[src/rtl/refbin_pkg.sv]
package refbin_pkg;
  // First index into a filter for a row group (taken modulo the filter size).
  function automatic logic [31:0] hash_a(input logic [31:0] g);
    return g * 32'd29 + 32'd7;
  endfunction
  // Second, independent index.
  function automatic logic [31:0] hash_b(input logic [31:0] g);
    return g * 32'd151 + 32'd83;
  endfunction
endpackage

[src/rtl/refbin_filter.sv]
module refbin_filter #(
  parameter int IDX_W = 8
) (
  input  logic             clk,
  input  logic             rst,
  input  logic             wr_en,
  input  logic [IDX_W-1:0] wr_idx,
  input  logic             wr_bit,
  input  logic [IDX_W-1:0] look_a,
  input  logic [IDX_W-1:0] look_b,
  output logic             hit
);
  localparam int DEPTH = 1 << IDX_W;
  logic [DEPTH-1:0] bits_q;

  always_ff @(posedge clk) begin
    if (rst) bits_q <= '0;
    else if (wr_en) bits_q[wr_idx] <= wr_bit;
  end

  assign hit = bits_q[look_a] & bits_q[look_b];
endmodule

[src/rtl/refbin_recent.sv]
module refbin_recent #(
  parameter int GROUP_W = 4
) (
  input  logic               clk,
  input  logic               rst,
  input  logic               acc_valid,
  input  logic [GROUP_W-1:0] acc_group,
  input  logic               slot_en,
  input  logic [GROUP_W-1:0] slot_group,
  output logic               was_recent,
  output logic [(1<<GROUP_W)-1:0] mark_vec
);
  localparam int GROUPS = 1 << GROUP_W;
  logic [GROUPS-1:0] mark_q;

  // The access update comes last, so it wins over a clear in the same cycle.
  always_ff @(posedge clk) begin
    if (rst) mark_q <= '0;
    else begin
      if (slot_en)   mark_q[slot_group] <= 1'b0;
      if (acc_valid) mark_q[acc_group]  <= 1'b1;
    end
  end

  assign was_recent = mark_q[slot_group];
  assign mark_vec   = mark_q;
endmodule

[src/rtl/refbin_slots.sv]
module refbin_slots #(
  parameter int GROUP_W = 4,
  parameter int EPOCH_W = 2
) (
  input  logic               clk,
  input  logic               rst,
  input  logic               tick,
  output logic [GROUP_W-1:0] ptr_q,
  output logic [EPOCH_W-1:0] epoch_q
);
  always_ff @(posedge clk) begin
    if (rst) begin
      ptr_q   <= '0;
      epoch_q <= '0;
    end else if (tick) begin
      ptr_q <= ptr_q + 1'b1;
      if (ptr_q == {GROUP_W{1'b1}}) epoch_q <= epoch_q + 1'b1;
    end
  end
endmodule

[src/rtl/refresh_binner.sv]
module refresh_binner #(
  parameter int GROUP_W = 4,
  parameter int IDX_W   = 8,
  parameter int FILTERS = 2,
  parameter int BUSY_W  = 8
) (
  input  logic               clk,
  input  logic               rst,
  input  logic               tick,
  input  logic               acc_valid,
  input  logic [GROUP_W-1:0] acc_group,
  input  logic               prog_we,
  input  logic [((FILTERS > 1) ? $clog2(FILTERS) : 1)-1:0] prog_sel,
  input  logic [IDX_W-1:0]   prog_idx,
  input  logic               prog_bit,
  input  logic [BUSY_W-1:0]  busy_len,
  output logic               ref_valid,
  output logic [GROUP_W-1:0] ref_group,
  output logic               busy
);
  import refbin_pkg::*;

  localparam int SEL_W   = (FILTERS > 1) ? $clog2(FILTERS) : 1;
  localparam int EPOCH_W = FILTERS;
  localparam int GROUPS  = 1 << GROUP_W;

  logic [GROUP_W-1:0] ptr_q;
  logic [EPOCH_W-1:0] epoch_q;
  logic [FILTERS-1:0] hits;
  logic               was_recent;
  logic [GROUPS-1:0]  mark_vec;
  logic [31:0]        ha_full, hb_full;
  logic [IDX_W-1:0]   idx_a, idx_b;
  logic               due, issue;
  logic [BUSY_W-1:0]  busy_cnt;
  logic               ref_valid_q;
  logic [GROUP_W-1:0] ref_group_q;

  refbin_slots #(.GROUP_W(GROUP_W), .EPOCH_W(EPOCH_W)) u_slots (
    .clk(clk), .rst(rst), .tick(tick), .ptr_q(ptr_q), .epoch_q(epoch_q)
  );

  assign ha_full = hash_a(32'(ptr_q));
  assign hb_full = hash_b(32'(ptr_q));
  assign idx_a   = ha_full[IDX_W-1:0];
  assign idx_b   = hb_full[IDX_W-1:0];

  for (genvar k = 0; k < FILTERS; k++) begin : g_filter
    refbin_filter #(.IDX_W(IDX_W)) u_filter (
      .clk(clk), .rst(rst),
      .wr_en(prog_we && (prog_sel == SEL_W'(k))),
      .wr_idx(prog_idx), .wr_bit(prog_bit),
      .look_a(idx_a), .look_b(idx_b), .hit(hits[k])
    );
  end

  refbin_recent #(.GROUP_W(GROUP_W)) u_recent (
    .clk(clk), .rst(rst), .acc_valid(acc_valid), .acc_group(acc_group),
    .slot_en(tick), .slot_group(ptr_q), .was_recent(was_recent),
    .mark_vec(mark_vec)
  );

  // Lowest-numbered hit wins; filter k means a period of 2^k epochs.
  always_comb begin
    logic found;
    logic [EPOCH_W-1:0] mask;
    found = 1'b0;
    due   = (epoch_q == '0);
    for (int k = 0; k < FILTERS; k++) begin
      mask = EPOCH_W'((32'd1 << k) - 32'd1);
      if (!found && hits[k]) begin
        found = 1'b1;
        due   = ((epoch_q & mask) == '0);
      end
    end
  end

  assign issue = tick && due && !was_recent;

  always_ff @(posedge clk) begin
    if (rst) begin
      ref_valid_q <= 1'b0;
      ref_group_q <= '0;
      busy_cnt    <= '0;
    end else begin
      ref_valid_q <= issue;
      if (issue) ref_group_q <= ptr_q;
      if (issue) busy_cnt <= busy_len;
      else if (busy_cnt != '0) busy_cnt <= busy_cnt - 1'b1;
    end
  end

  assign ref_valid = ref_valid_q;
  assign ref_group = ref_group_q;
  assign busy      = (busy_cnt != '0);
endmodule

[config.mk]
export PLATFORM = sky130hd
export DESIGN_NAME = refresh_binner
export DESIGN_NICKNAME = d
export VERILOG_FILES = /design/src/rtl/refbin_pkg.sv /design/src/rtl/refbin_filter.sv /design/src/rtl/refbin_recent.sv /design/src/rtl/refbin_slots.sv /design/src/rtl/refresh_binner.sv
export SDC_FILE = /design/constraint.sdc
export NUM_CORES = 2
export LEC_CHECK = 0
export BUFFER_PORTS_ARGS = -buffer_cell sky130_fd_sc_hd__buf_2
export CAP_MARGIN = 20
export CORE_MARGIN = 2
export CORE_UTILIZATION = 35
export DETAILED_ROUTE_END_ITERATION = 8
export SYNTH_ARGS = -nofsm -noshare
export SYNTH_HDL_FRONTEND = slang
export SYNTH_SLANG_ARGS = --single-unit
[constraint.sdc]
create_clock -name clk -period 5.74 [get_ports clk]
set_input_delay 0.574 -clock clk [delete_from_list [all_inputs] [get_ports clk]]
set_output_delay 0.574 -clock clk [all_outputs]
set_load 0.05 [all_outputs]
* Yosys cells after proc, flatten, opt, wreduce, memory -nomap -nowiden
Cells that the tools add are included.
** Operators by class
- Add/subtract/negate cells :: 5
- Multipliers :: 2
- $lt $le $gt $ge :: 8
- Equality and inequality tests :: 1
- Multiplexer cells :: 26
- Bitwise gates (word level) :: 6
- Reductions and logical operators :: 15
** Operators with widths (count)
- 256-bit bitwise mux :: 2
- 16-bit 2-to-1 mux :: 3
- 1-bit binary-select mux with 8-bit select :: 4
- 8-bit by 9-bit less-than comparator with 1-bit output (second input constant) :: 3
- 16-bit bitwise AND :: 1
- 8-bit 2-to-1 mux :: 2
- 16-bit inverter :: 1
- 16-bit bitwise OR :: 1
- 1-bit 2-to-1 mux :: 11
- 4-bit by 5-bit less-than comparator with 1-bit output (second input constant) :: 2
- 8-bit by 3-bit adder with 8-bit output (second input constant) :: 1
- 8-bit by 7-bit adder with 8-bit output (second input constant) :: 1
- 1-bit demux with 4-bit select :: 2
- 1-bit demux with 8-bit select :: 1
- 4-bit by 1-bit greater-or-equal comparator with 1-bit output (second input constant) :: 2
- 8-bit by 1-bit greater-or-equal comparator with 1-bit output (second input constant) :: 1
- 1-bit logical AND :: 8
- 4-bit by 5-bit multiplier with 8-bit output (second input constant) :: 1
- 4-bit by 8-bit multiplier with 8-bit output (second input constant) :: 1
- 8-bit nonzero test :: 1
- 8-bit by 1-bit subtractor with 8-bit output (second input constant) :: 1
- 4-bit by 1-bit adder with 4-bit output (second input constant) :: 1
- 1-bit binary-select mux with 4-bit select :: 1
- 4-bit equality test (second input constant) :: 1
- 7 further kinds :: 10
** Storage, ports and cells
- Register bits after elaboration :: 547
- Output and inout port bits :: 6
- Logic and storage cells :: 71

* Depth between registers and ports, before layout
- Depth in word-level cells :: 12
- Depth in mapped cells :: 25

* Modules after synthesis
Synthesis repeated with hierarchy kept, for this count alone.
** Second synthesis, totals
- Cell total of the unflattened synthesis :: 3509
- Area, all modules :: 31017.2 um^2
** By module, submodules not included
- refbin_filter :: instances 2, cells each 1611, area an instance 14256.2 um^2
- refresh_binner :: instances 1, cells each 170, area an instance 1473.9 um^2
- refbin_recent :: instances 1, cells each 93, area an instance 792.0 um^2
- refbin_slots :: instances 1, cells each 24, area an instance 239.0 um^2

* Worst setup path before layout
OpenSTA, ideal clock, no wires.
- Kind :: flip-flop to flip-flop
- Start point :: register u_slots.ptr_q[0]
- End point :: register busy_cnt[6]
- Arrival time :: 5476 ps
- Required time :: 5606 ps
- Setup slack :: 131 ps
- Cell stages (with the launch flop) :: 22
- Period minus slack after synthesis :: 5609 ps
- Path through :: dfxtp_1 -> buf_6 -> buf_6 -> buf_6 -> inv_2 -> buf_2 -> buf_1 -> fa_1 -> inv_1 -> nor2_1 -> ha_1 -> buf_2 -> xor2_1 -> buf_2 -> mux4_2 -> mux4_2 -> o32ai_1 -> nand3_1 -> a31oi_2 -> mux2_4 -> nor2_8 -> a311oi_2
** Between the ends
- Longest elaborated chain between the ends :: 12
- Elaborated cells between the ends (all ways) :: 26
- Classes of those cells :: add/sub (2); mul (2); mux (14); bitwise (2); reduce/logical (6)
** RTL lines
- from (decl) :: line refbin_slots.sv:8 : output logic [GROUP_W-1:0] ptr_q,
- from (signal assigned) :: line refbin_slots.sv:16 : ptr_q <= ptr_q + 1'b1;
- 4-bit by 5-bit multiplier with 8-bit output * :: line refbin_pkg.sv:4 : return g * 32'd29 + 32'd7;
- 8-bit by 3-bit adder with 8-bit output * :: line refbin_pkg.sv:4
- via g_filter[0].u_filter.look_a[0] :: line refbin_filter.sv:9 : input logic [IDX_W-1:0] look_a,
- 1-bit binary-select mux with 8-bit select :: line refbin_filter.sv:21 : assign hit = bits_q[look_a] & bits_q[look_b];
- 1-bit 2-to-1 mux (implied by the code) :: line refbin_filter.sv:21
- 1-bit bitwise AND :: line refbin_filter.sv:21
- 1-bit 2-to-1 mux :: line refresh_binner.sv:71 : if (!found && hits[k]) begin
- 1-bit zero test :: line refresh_binner.sv:71
- 1-bit logical AND :: line refresh_binner.sv:71
- 1-bit 2-to-1 mux * :: line refresh_binner.sv:71
- 1-bit logical AND * (2 in a row) :: line refresh_binner.sv:78 : assign issue = tick && due && !was_recent;
- 8-bit 2-to-1 mux / 2-bit nonzero test (equally long branches)
- to (signal assigned) :: line refresh_binner.sv:88 : if (issue) busy_cnt <= busy_len;
- to (signal assigned) :: line refresh_binner.sv:89 : else if (busy_cnt != '0) busy_cnt <= busy_cnt - 1'b1;
- to (decl) :: line refresh_binner.sv:35 : logic [BUSY_W-1:0] busy_cnt;
The timed path passes the listed nets; every way through them passes the cells marked *. The select of a mux whose other input is x is not followed.
A chain may end at the register's enable or synchronous reset.

* Worst setup path in the final report
- Start point :: register u_slots.ptr_q[3]
- End point :: register busy_cnt[6]
** Between the ends
- Longest elaborated chain between the ends :: 12
- Elaborated cells between the ends (all ways) :: 26
- Classes of those cells :: add/sub (2); mul (2); mux (14); bitwise (2); reduce/logical (6)
** RTL lines (line)
- 4-bit by 8-bit multiplier with 8-bit output / 4-bit by 5-bit multiplier with 8-bit output (equally long branches) :: refbin_pkg.sv:8, refbin_pkg.sv:4
- 8-bit by 7-bit adder with 8-bit output / 8-bit by 3-bit adder with 8-bit output (equally long branches) :: refbin_pkg.sv:8, refbin_pkg.sv:4
- 1-bit binary-select mux with 8-bit select :: refbin_filter.sv:21
- 1-bit 2-to-1 mux (implied by the code) :: refbin_filter.sv:21
- 1-bit bitwise AND :: refbin_filter.sv:21
- 1-bit 2-to-1 mux :: refresh_binner.sv:71
- 1-bit zero test :: refresh_binner.sv:71
- 1-bit logical AND :: refresh_binner.sv:71
- 1-bit 2-to-1 mux :: refresh_binner.sv:71
- 1-bit logical AND :: refresh_binner.sv:78
- 1-bit logical AND * :: refresh_binner.sv:78
- 8-bit 2-to-1 mux / 2-bit nonzero test (equally long branches)
Mark *: on every way between the ends. The rest lies on a longest branch, timed or not. The select of a mux whose other input is x is not followed.

==> results.cfg <==
[global_routing]
grt_pass1_vias = 27779
use_met2 = 0.386
busiest_layer = met2
met3_usage = 0.0685
grt_max_degree = 183
track_usage = 0.266
grt_remaining_overflow = 0
antenna_found_initial = 9
grt_pass1_wl_um = 185000
met1_usage = 0.368

[clock_network]
clock_sinks = 547
root_buffer = clkbuf_16
htree_levels = 2
cts_tree = done
cts_hold_buf = 0
cts_buffers = 61
cts_buffer_depth = 3
clk_pin_slew_ns = 0.06
clk_latency_ns = 0.68

[timing]
worstMarginPinSlew_ns = 1.15
slew_headroom = 0.228
finalSetupViolations = 0
fin_crit_sh = 0.939
maxSlewViolCount = 0
setup_tns_ns = 0
post-route-min-period_ns = 5.39
rsz0062_at_grt = false
hold_viol = 0
fmax_mhz = 185
fin_worst_skew_ns = 0.0398
timing.final.ws_setup_ns = 0.349

[worst_setup_path]
rr_startpoint = u_slots.ptr_q[3]
critPathMaxFanout = 12
reg2reg_slack_ns = 0.35
arrival_ns = 5.87
critPathSlowestCell = or4_4
critPathKind = flip-flop to flip-flop
r2r-end = busy_cnt[6]
worstPathCellList = inv_1 -> fa_1 -> ha_1 -> fa_1 -> ha_1 -> a21oi_2 -> a21oi_1 -> or2_1 -> mux4_2 -> nand2_1 -> a31oi_1 -> nor2_1 -> or4_4 -> or4_4 -> a21oi_1 -> a311oi_2
cp-end-kind = flip-flop
crit_path_max_incr_delay_ns = 0.65
reg2regPathDepth = 16
cp.required_ns = 6.22
critPathLaunchType = flip-flop

[layout]
multi_input_area_sq_um = 18600
fill_cells = 8760
layout-drive-gt1-share = 0.177
final_common_cell = nand3_1
syn_to_final_growth_pct = 11.2
fin_nets = 3410
final_cell_mix = nand3_1 (587), dfxtp_1 (546), a21oi_1 (541)
regArea_sq_um = 11000
final_cell_area_sq_um = 34800
fin_util = 0.393

[outcome]
violations = design-rule violations
outcome = finished with violations

[power]
pwr-share-clk = 0.422
p_leak_nw = 10.7
p_int_mw = 7.08
switchingPower_mw = 3.22
swShare = 0.312
seqPwrFrac = 0.374
ir_worst_vdd_mv = 0.259
power_density_nw_per_um2 = 296
power_frac_comb = 0.204

[detailed_routing]
drc = 21
routed_via_density = 6.56
routed_wl_um = 125000
wl_per_cell_um = 27.4
vias = 29919
ant_nets = 0
dr.pass1.iters = 9
drt_iter0_drc = 4862

[placement]
io_buffers = 32
placed_area_sq_um = 32400
gp_congestion = 0.985
dp_hpwl_um = 75500
post-place-ws_ns = 0.345

[logic_synthesis]
ys_warn_count = 0
ys_ff_latch = 547
synth_fp_nets = 3578
netlist-cell-type-count = 73
yosys-top-cells-area = dfxtp_1 (35%), mux4_2 (19%), nand3_1 (9.4%)
syn_area_sq_um = 31300
synthFlopType = dfxtp_1
yosys.area.top_type = dfxtp_1
synth_cells = 3510
synth_area_per_cell_sq_um = 8.91
async_reset_ff_frac = 0
synth-edff-count = 0
synth.top_cell.area_share = 0.350
yosysSeqAreaShare = 0.350

[floorplan]
start_util = 0.353
die_h_um = 303
core_region_area_sq_um = 88500
rows = 109
ioPinCount = 33
dieArea_sq_um = 91700
dieWidth_um = 303

[min_path]
min_path_cells = 3
hold_class = input pin to flip-flop
hold_start = busy_len[5]
min_to = busy_cnt[5]

[job]
drv_cap = 0
worst max-delay path by stage:
stage / to / depth (start not counted) / startpoint
floorplan: busy_cnt[6] / 21 / u_slots.ptr_q[0]
global placement: busy_cnt[6] / 13 / u_slots.ptr_q[1]
detailed placement: busy_cnt[6] / 15 / u_slots.ptr_q[3]
CTS: busy_cnt[6] / 15 / u_slots.ptr_q[3]
global route: busy_cnt[6] / 18 / u_slots.ptr_q[3]
finish: busy_cnt[6] / 16 / u_slots.ptr_q[3]
layer usage:
metal | share of wire | up-vias
met3 | 0.13 | 439
met1 | 0.39 | 14628
li1 | - | 12786
met2 | 0.42 | 2056
met4 | 0.053 | 10
met5 | 0.00049 | -
stage by stage:
stage / total power [mW] / hold WS [ns] / std cells
floorplan: 5.36 / 0.433 / 3510
global placement: 5.97 / 0.461 / 4431
detailed placement: 5.98 / 0.466 / 4434
CTS: 10.3 / 0.147 / 4550
global route: 10.6 / 0.171 / 4560
finish: 10.3 / 0.168 / 4563
worst max-delay path, delay by kind of cell, from the launching register on:
kind | cells | cell delay [ns]
DFF | 1 | 0.46
AOI/OAI and AO/OA | 5 | 0.93
buffers and inverters | 1 | 0.20
and+or+nand+nor | 5 | 1.62
muxes | 1 | 0.35
adders and majority gates | 4 | 1.64
power groups by stage:
stage / Combinational (mW) / Clock [mW] / Sequential [mW]
6_report: 2.10 / 4.35 / 3.85
5_1_grt: 2.19 / 4.52 / 3.85
4_1_cts: 2.05 / 4.37 / 3.85
3_5_place_dp: 2.05 / 0 / 3.93
3_3_place_gp: 2.04 / 0 / 3.93
2_1_floorplan: 1.43 / 0 / 3.93
cell families after synthesis:
group | Yosys count | share of synthesized area
multiplexers | 327 | 0.216
AO/OA/AOI/OAI | 1173 | 0.197
XOR/XNOR | 27 | 0.00804
AND/OR/NAND/NOR | 970 | 0.149
flip-flops | 547 | 0.350
buffers and inverters | 425 | 0.0611
adder cells (fa/ha/maj) | 41 | 0.0178
cell type report:
| type | instances | share of cell area |
|---|---|---|
| multi-input cells | 2538 | 0.536 |
| well taps | 1165 | 0.0419 |
| inverters | 31 | 0.00335 |
| repair buffers | 163 | 0.0394 |
| flip-flops and latches | 547 | 0.315 |
| clock buffers | 86 | 0.0527 |
| clock inverters | 30 | 0.0115 |
| diodes | 3 | 0.000216 |
cells in the mapped netlist (12+ instances only):
| cell | instances |
|---|---|
| a21oi_1 | 541 |
| nor2_1 | 115 |
| inv_1 | 29 |
| a211oi_1 | 12 |
| nand4_1 | 12 |
| nor3_1 | 25 |
| mux4_2 | 270 |
| a31oi_1 | 15 |
| buf_6 | 12 |
| nand2_1 | 157 |
| xnor2_1 | 21 |
| a22oi_1 | 13 |
| ha_1 | 35 |
| clkbuf_1 | 311 |
| nand2b_1 | 19 |
| mux2i_1 | 44 |
| buf_4 | 16 |
| buf_2 | 37 |
| dfxtp_1 | 547 |
| nand3_1 | 587 |
| o21ai_0 | 531 |
| nor2b_1 | 19 |
state kept, by name, summed over array words and instances (netlist names):
register and cells:
g_filter.u_filter.bits_q 512, u_recent.mark_vec 16, busy_cnt 8, ref_group 4
u_slots.ptr_q 4, u_slots.epoch_q 2, ref_valid 1
repair_timing:
item,in CTS,in global routing
buffers inserted,0,1
setup endpoints to repair,0,7
resized for setup,0,1
Power figures use the tool's default switching activity.
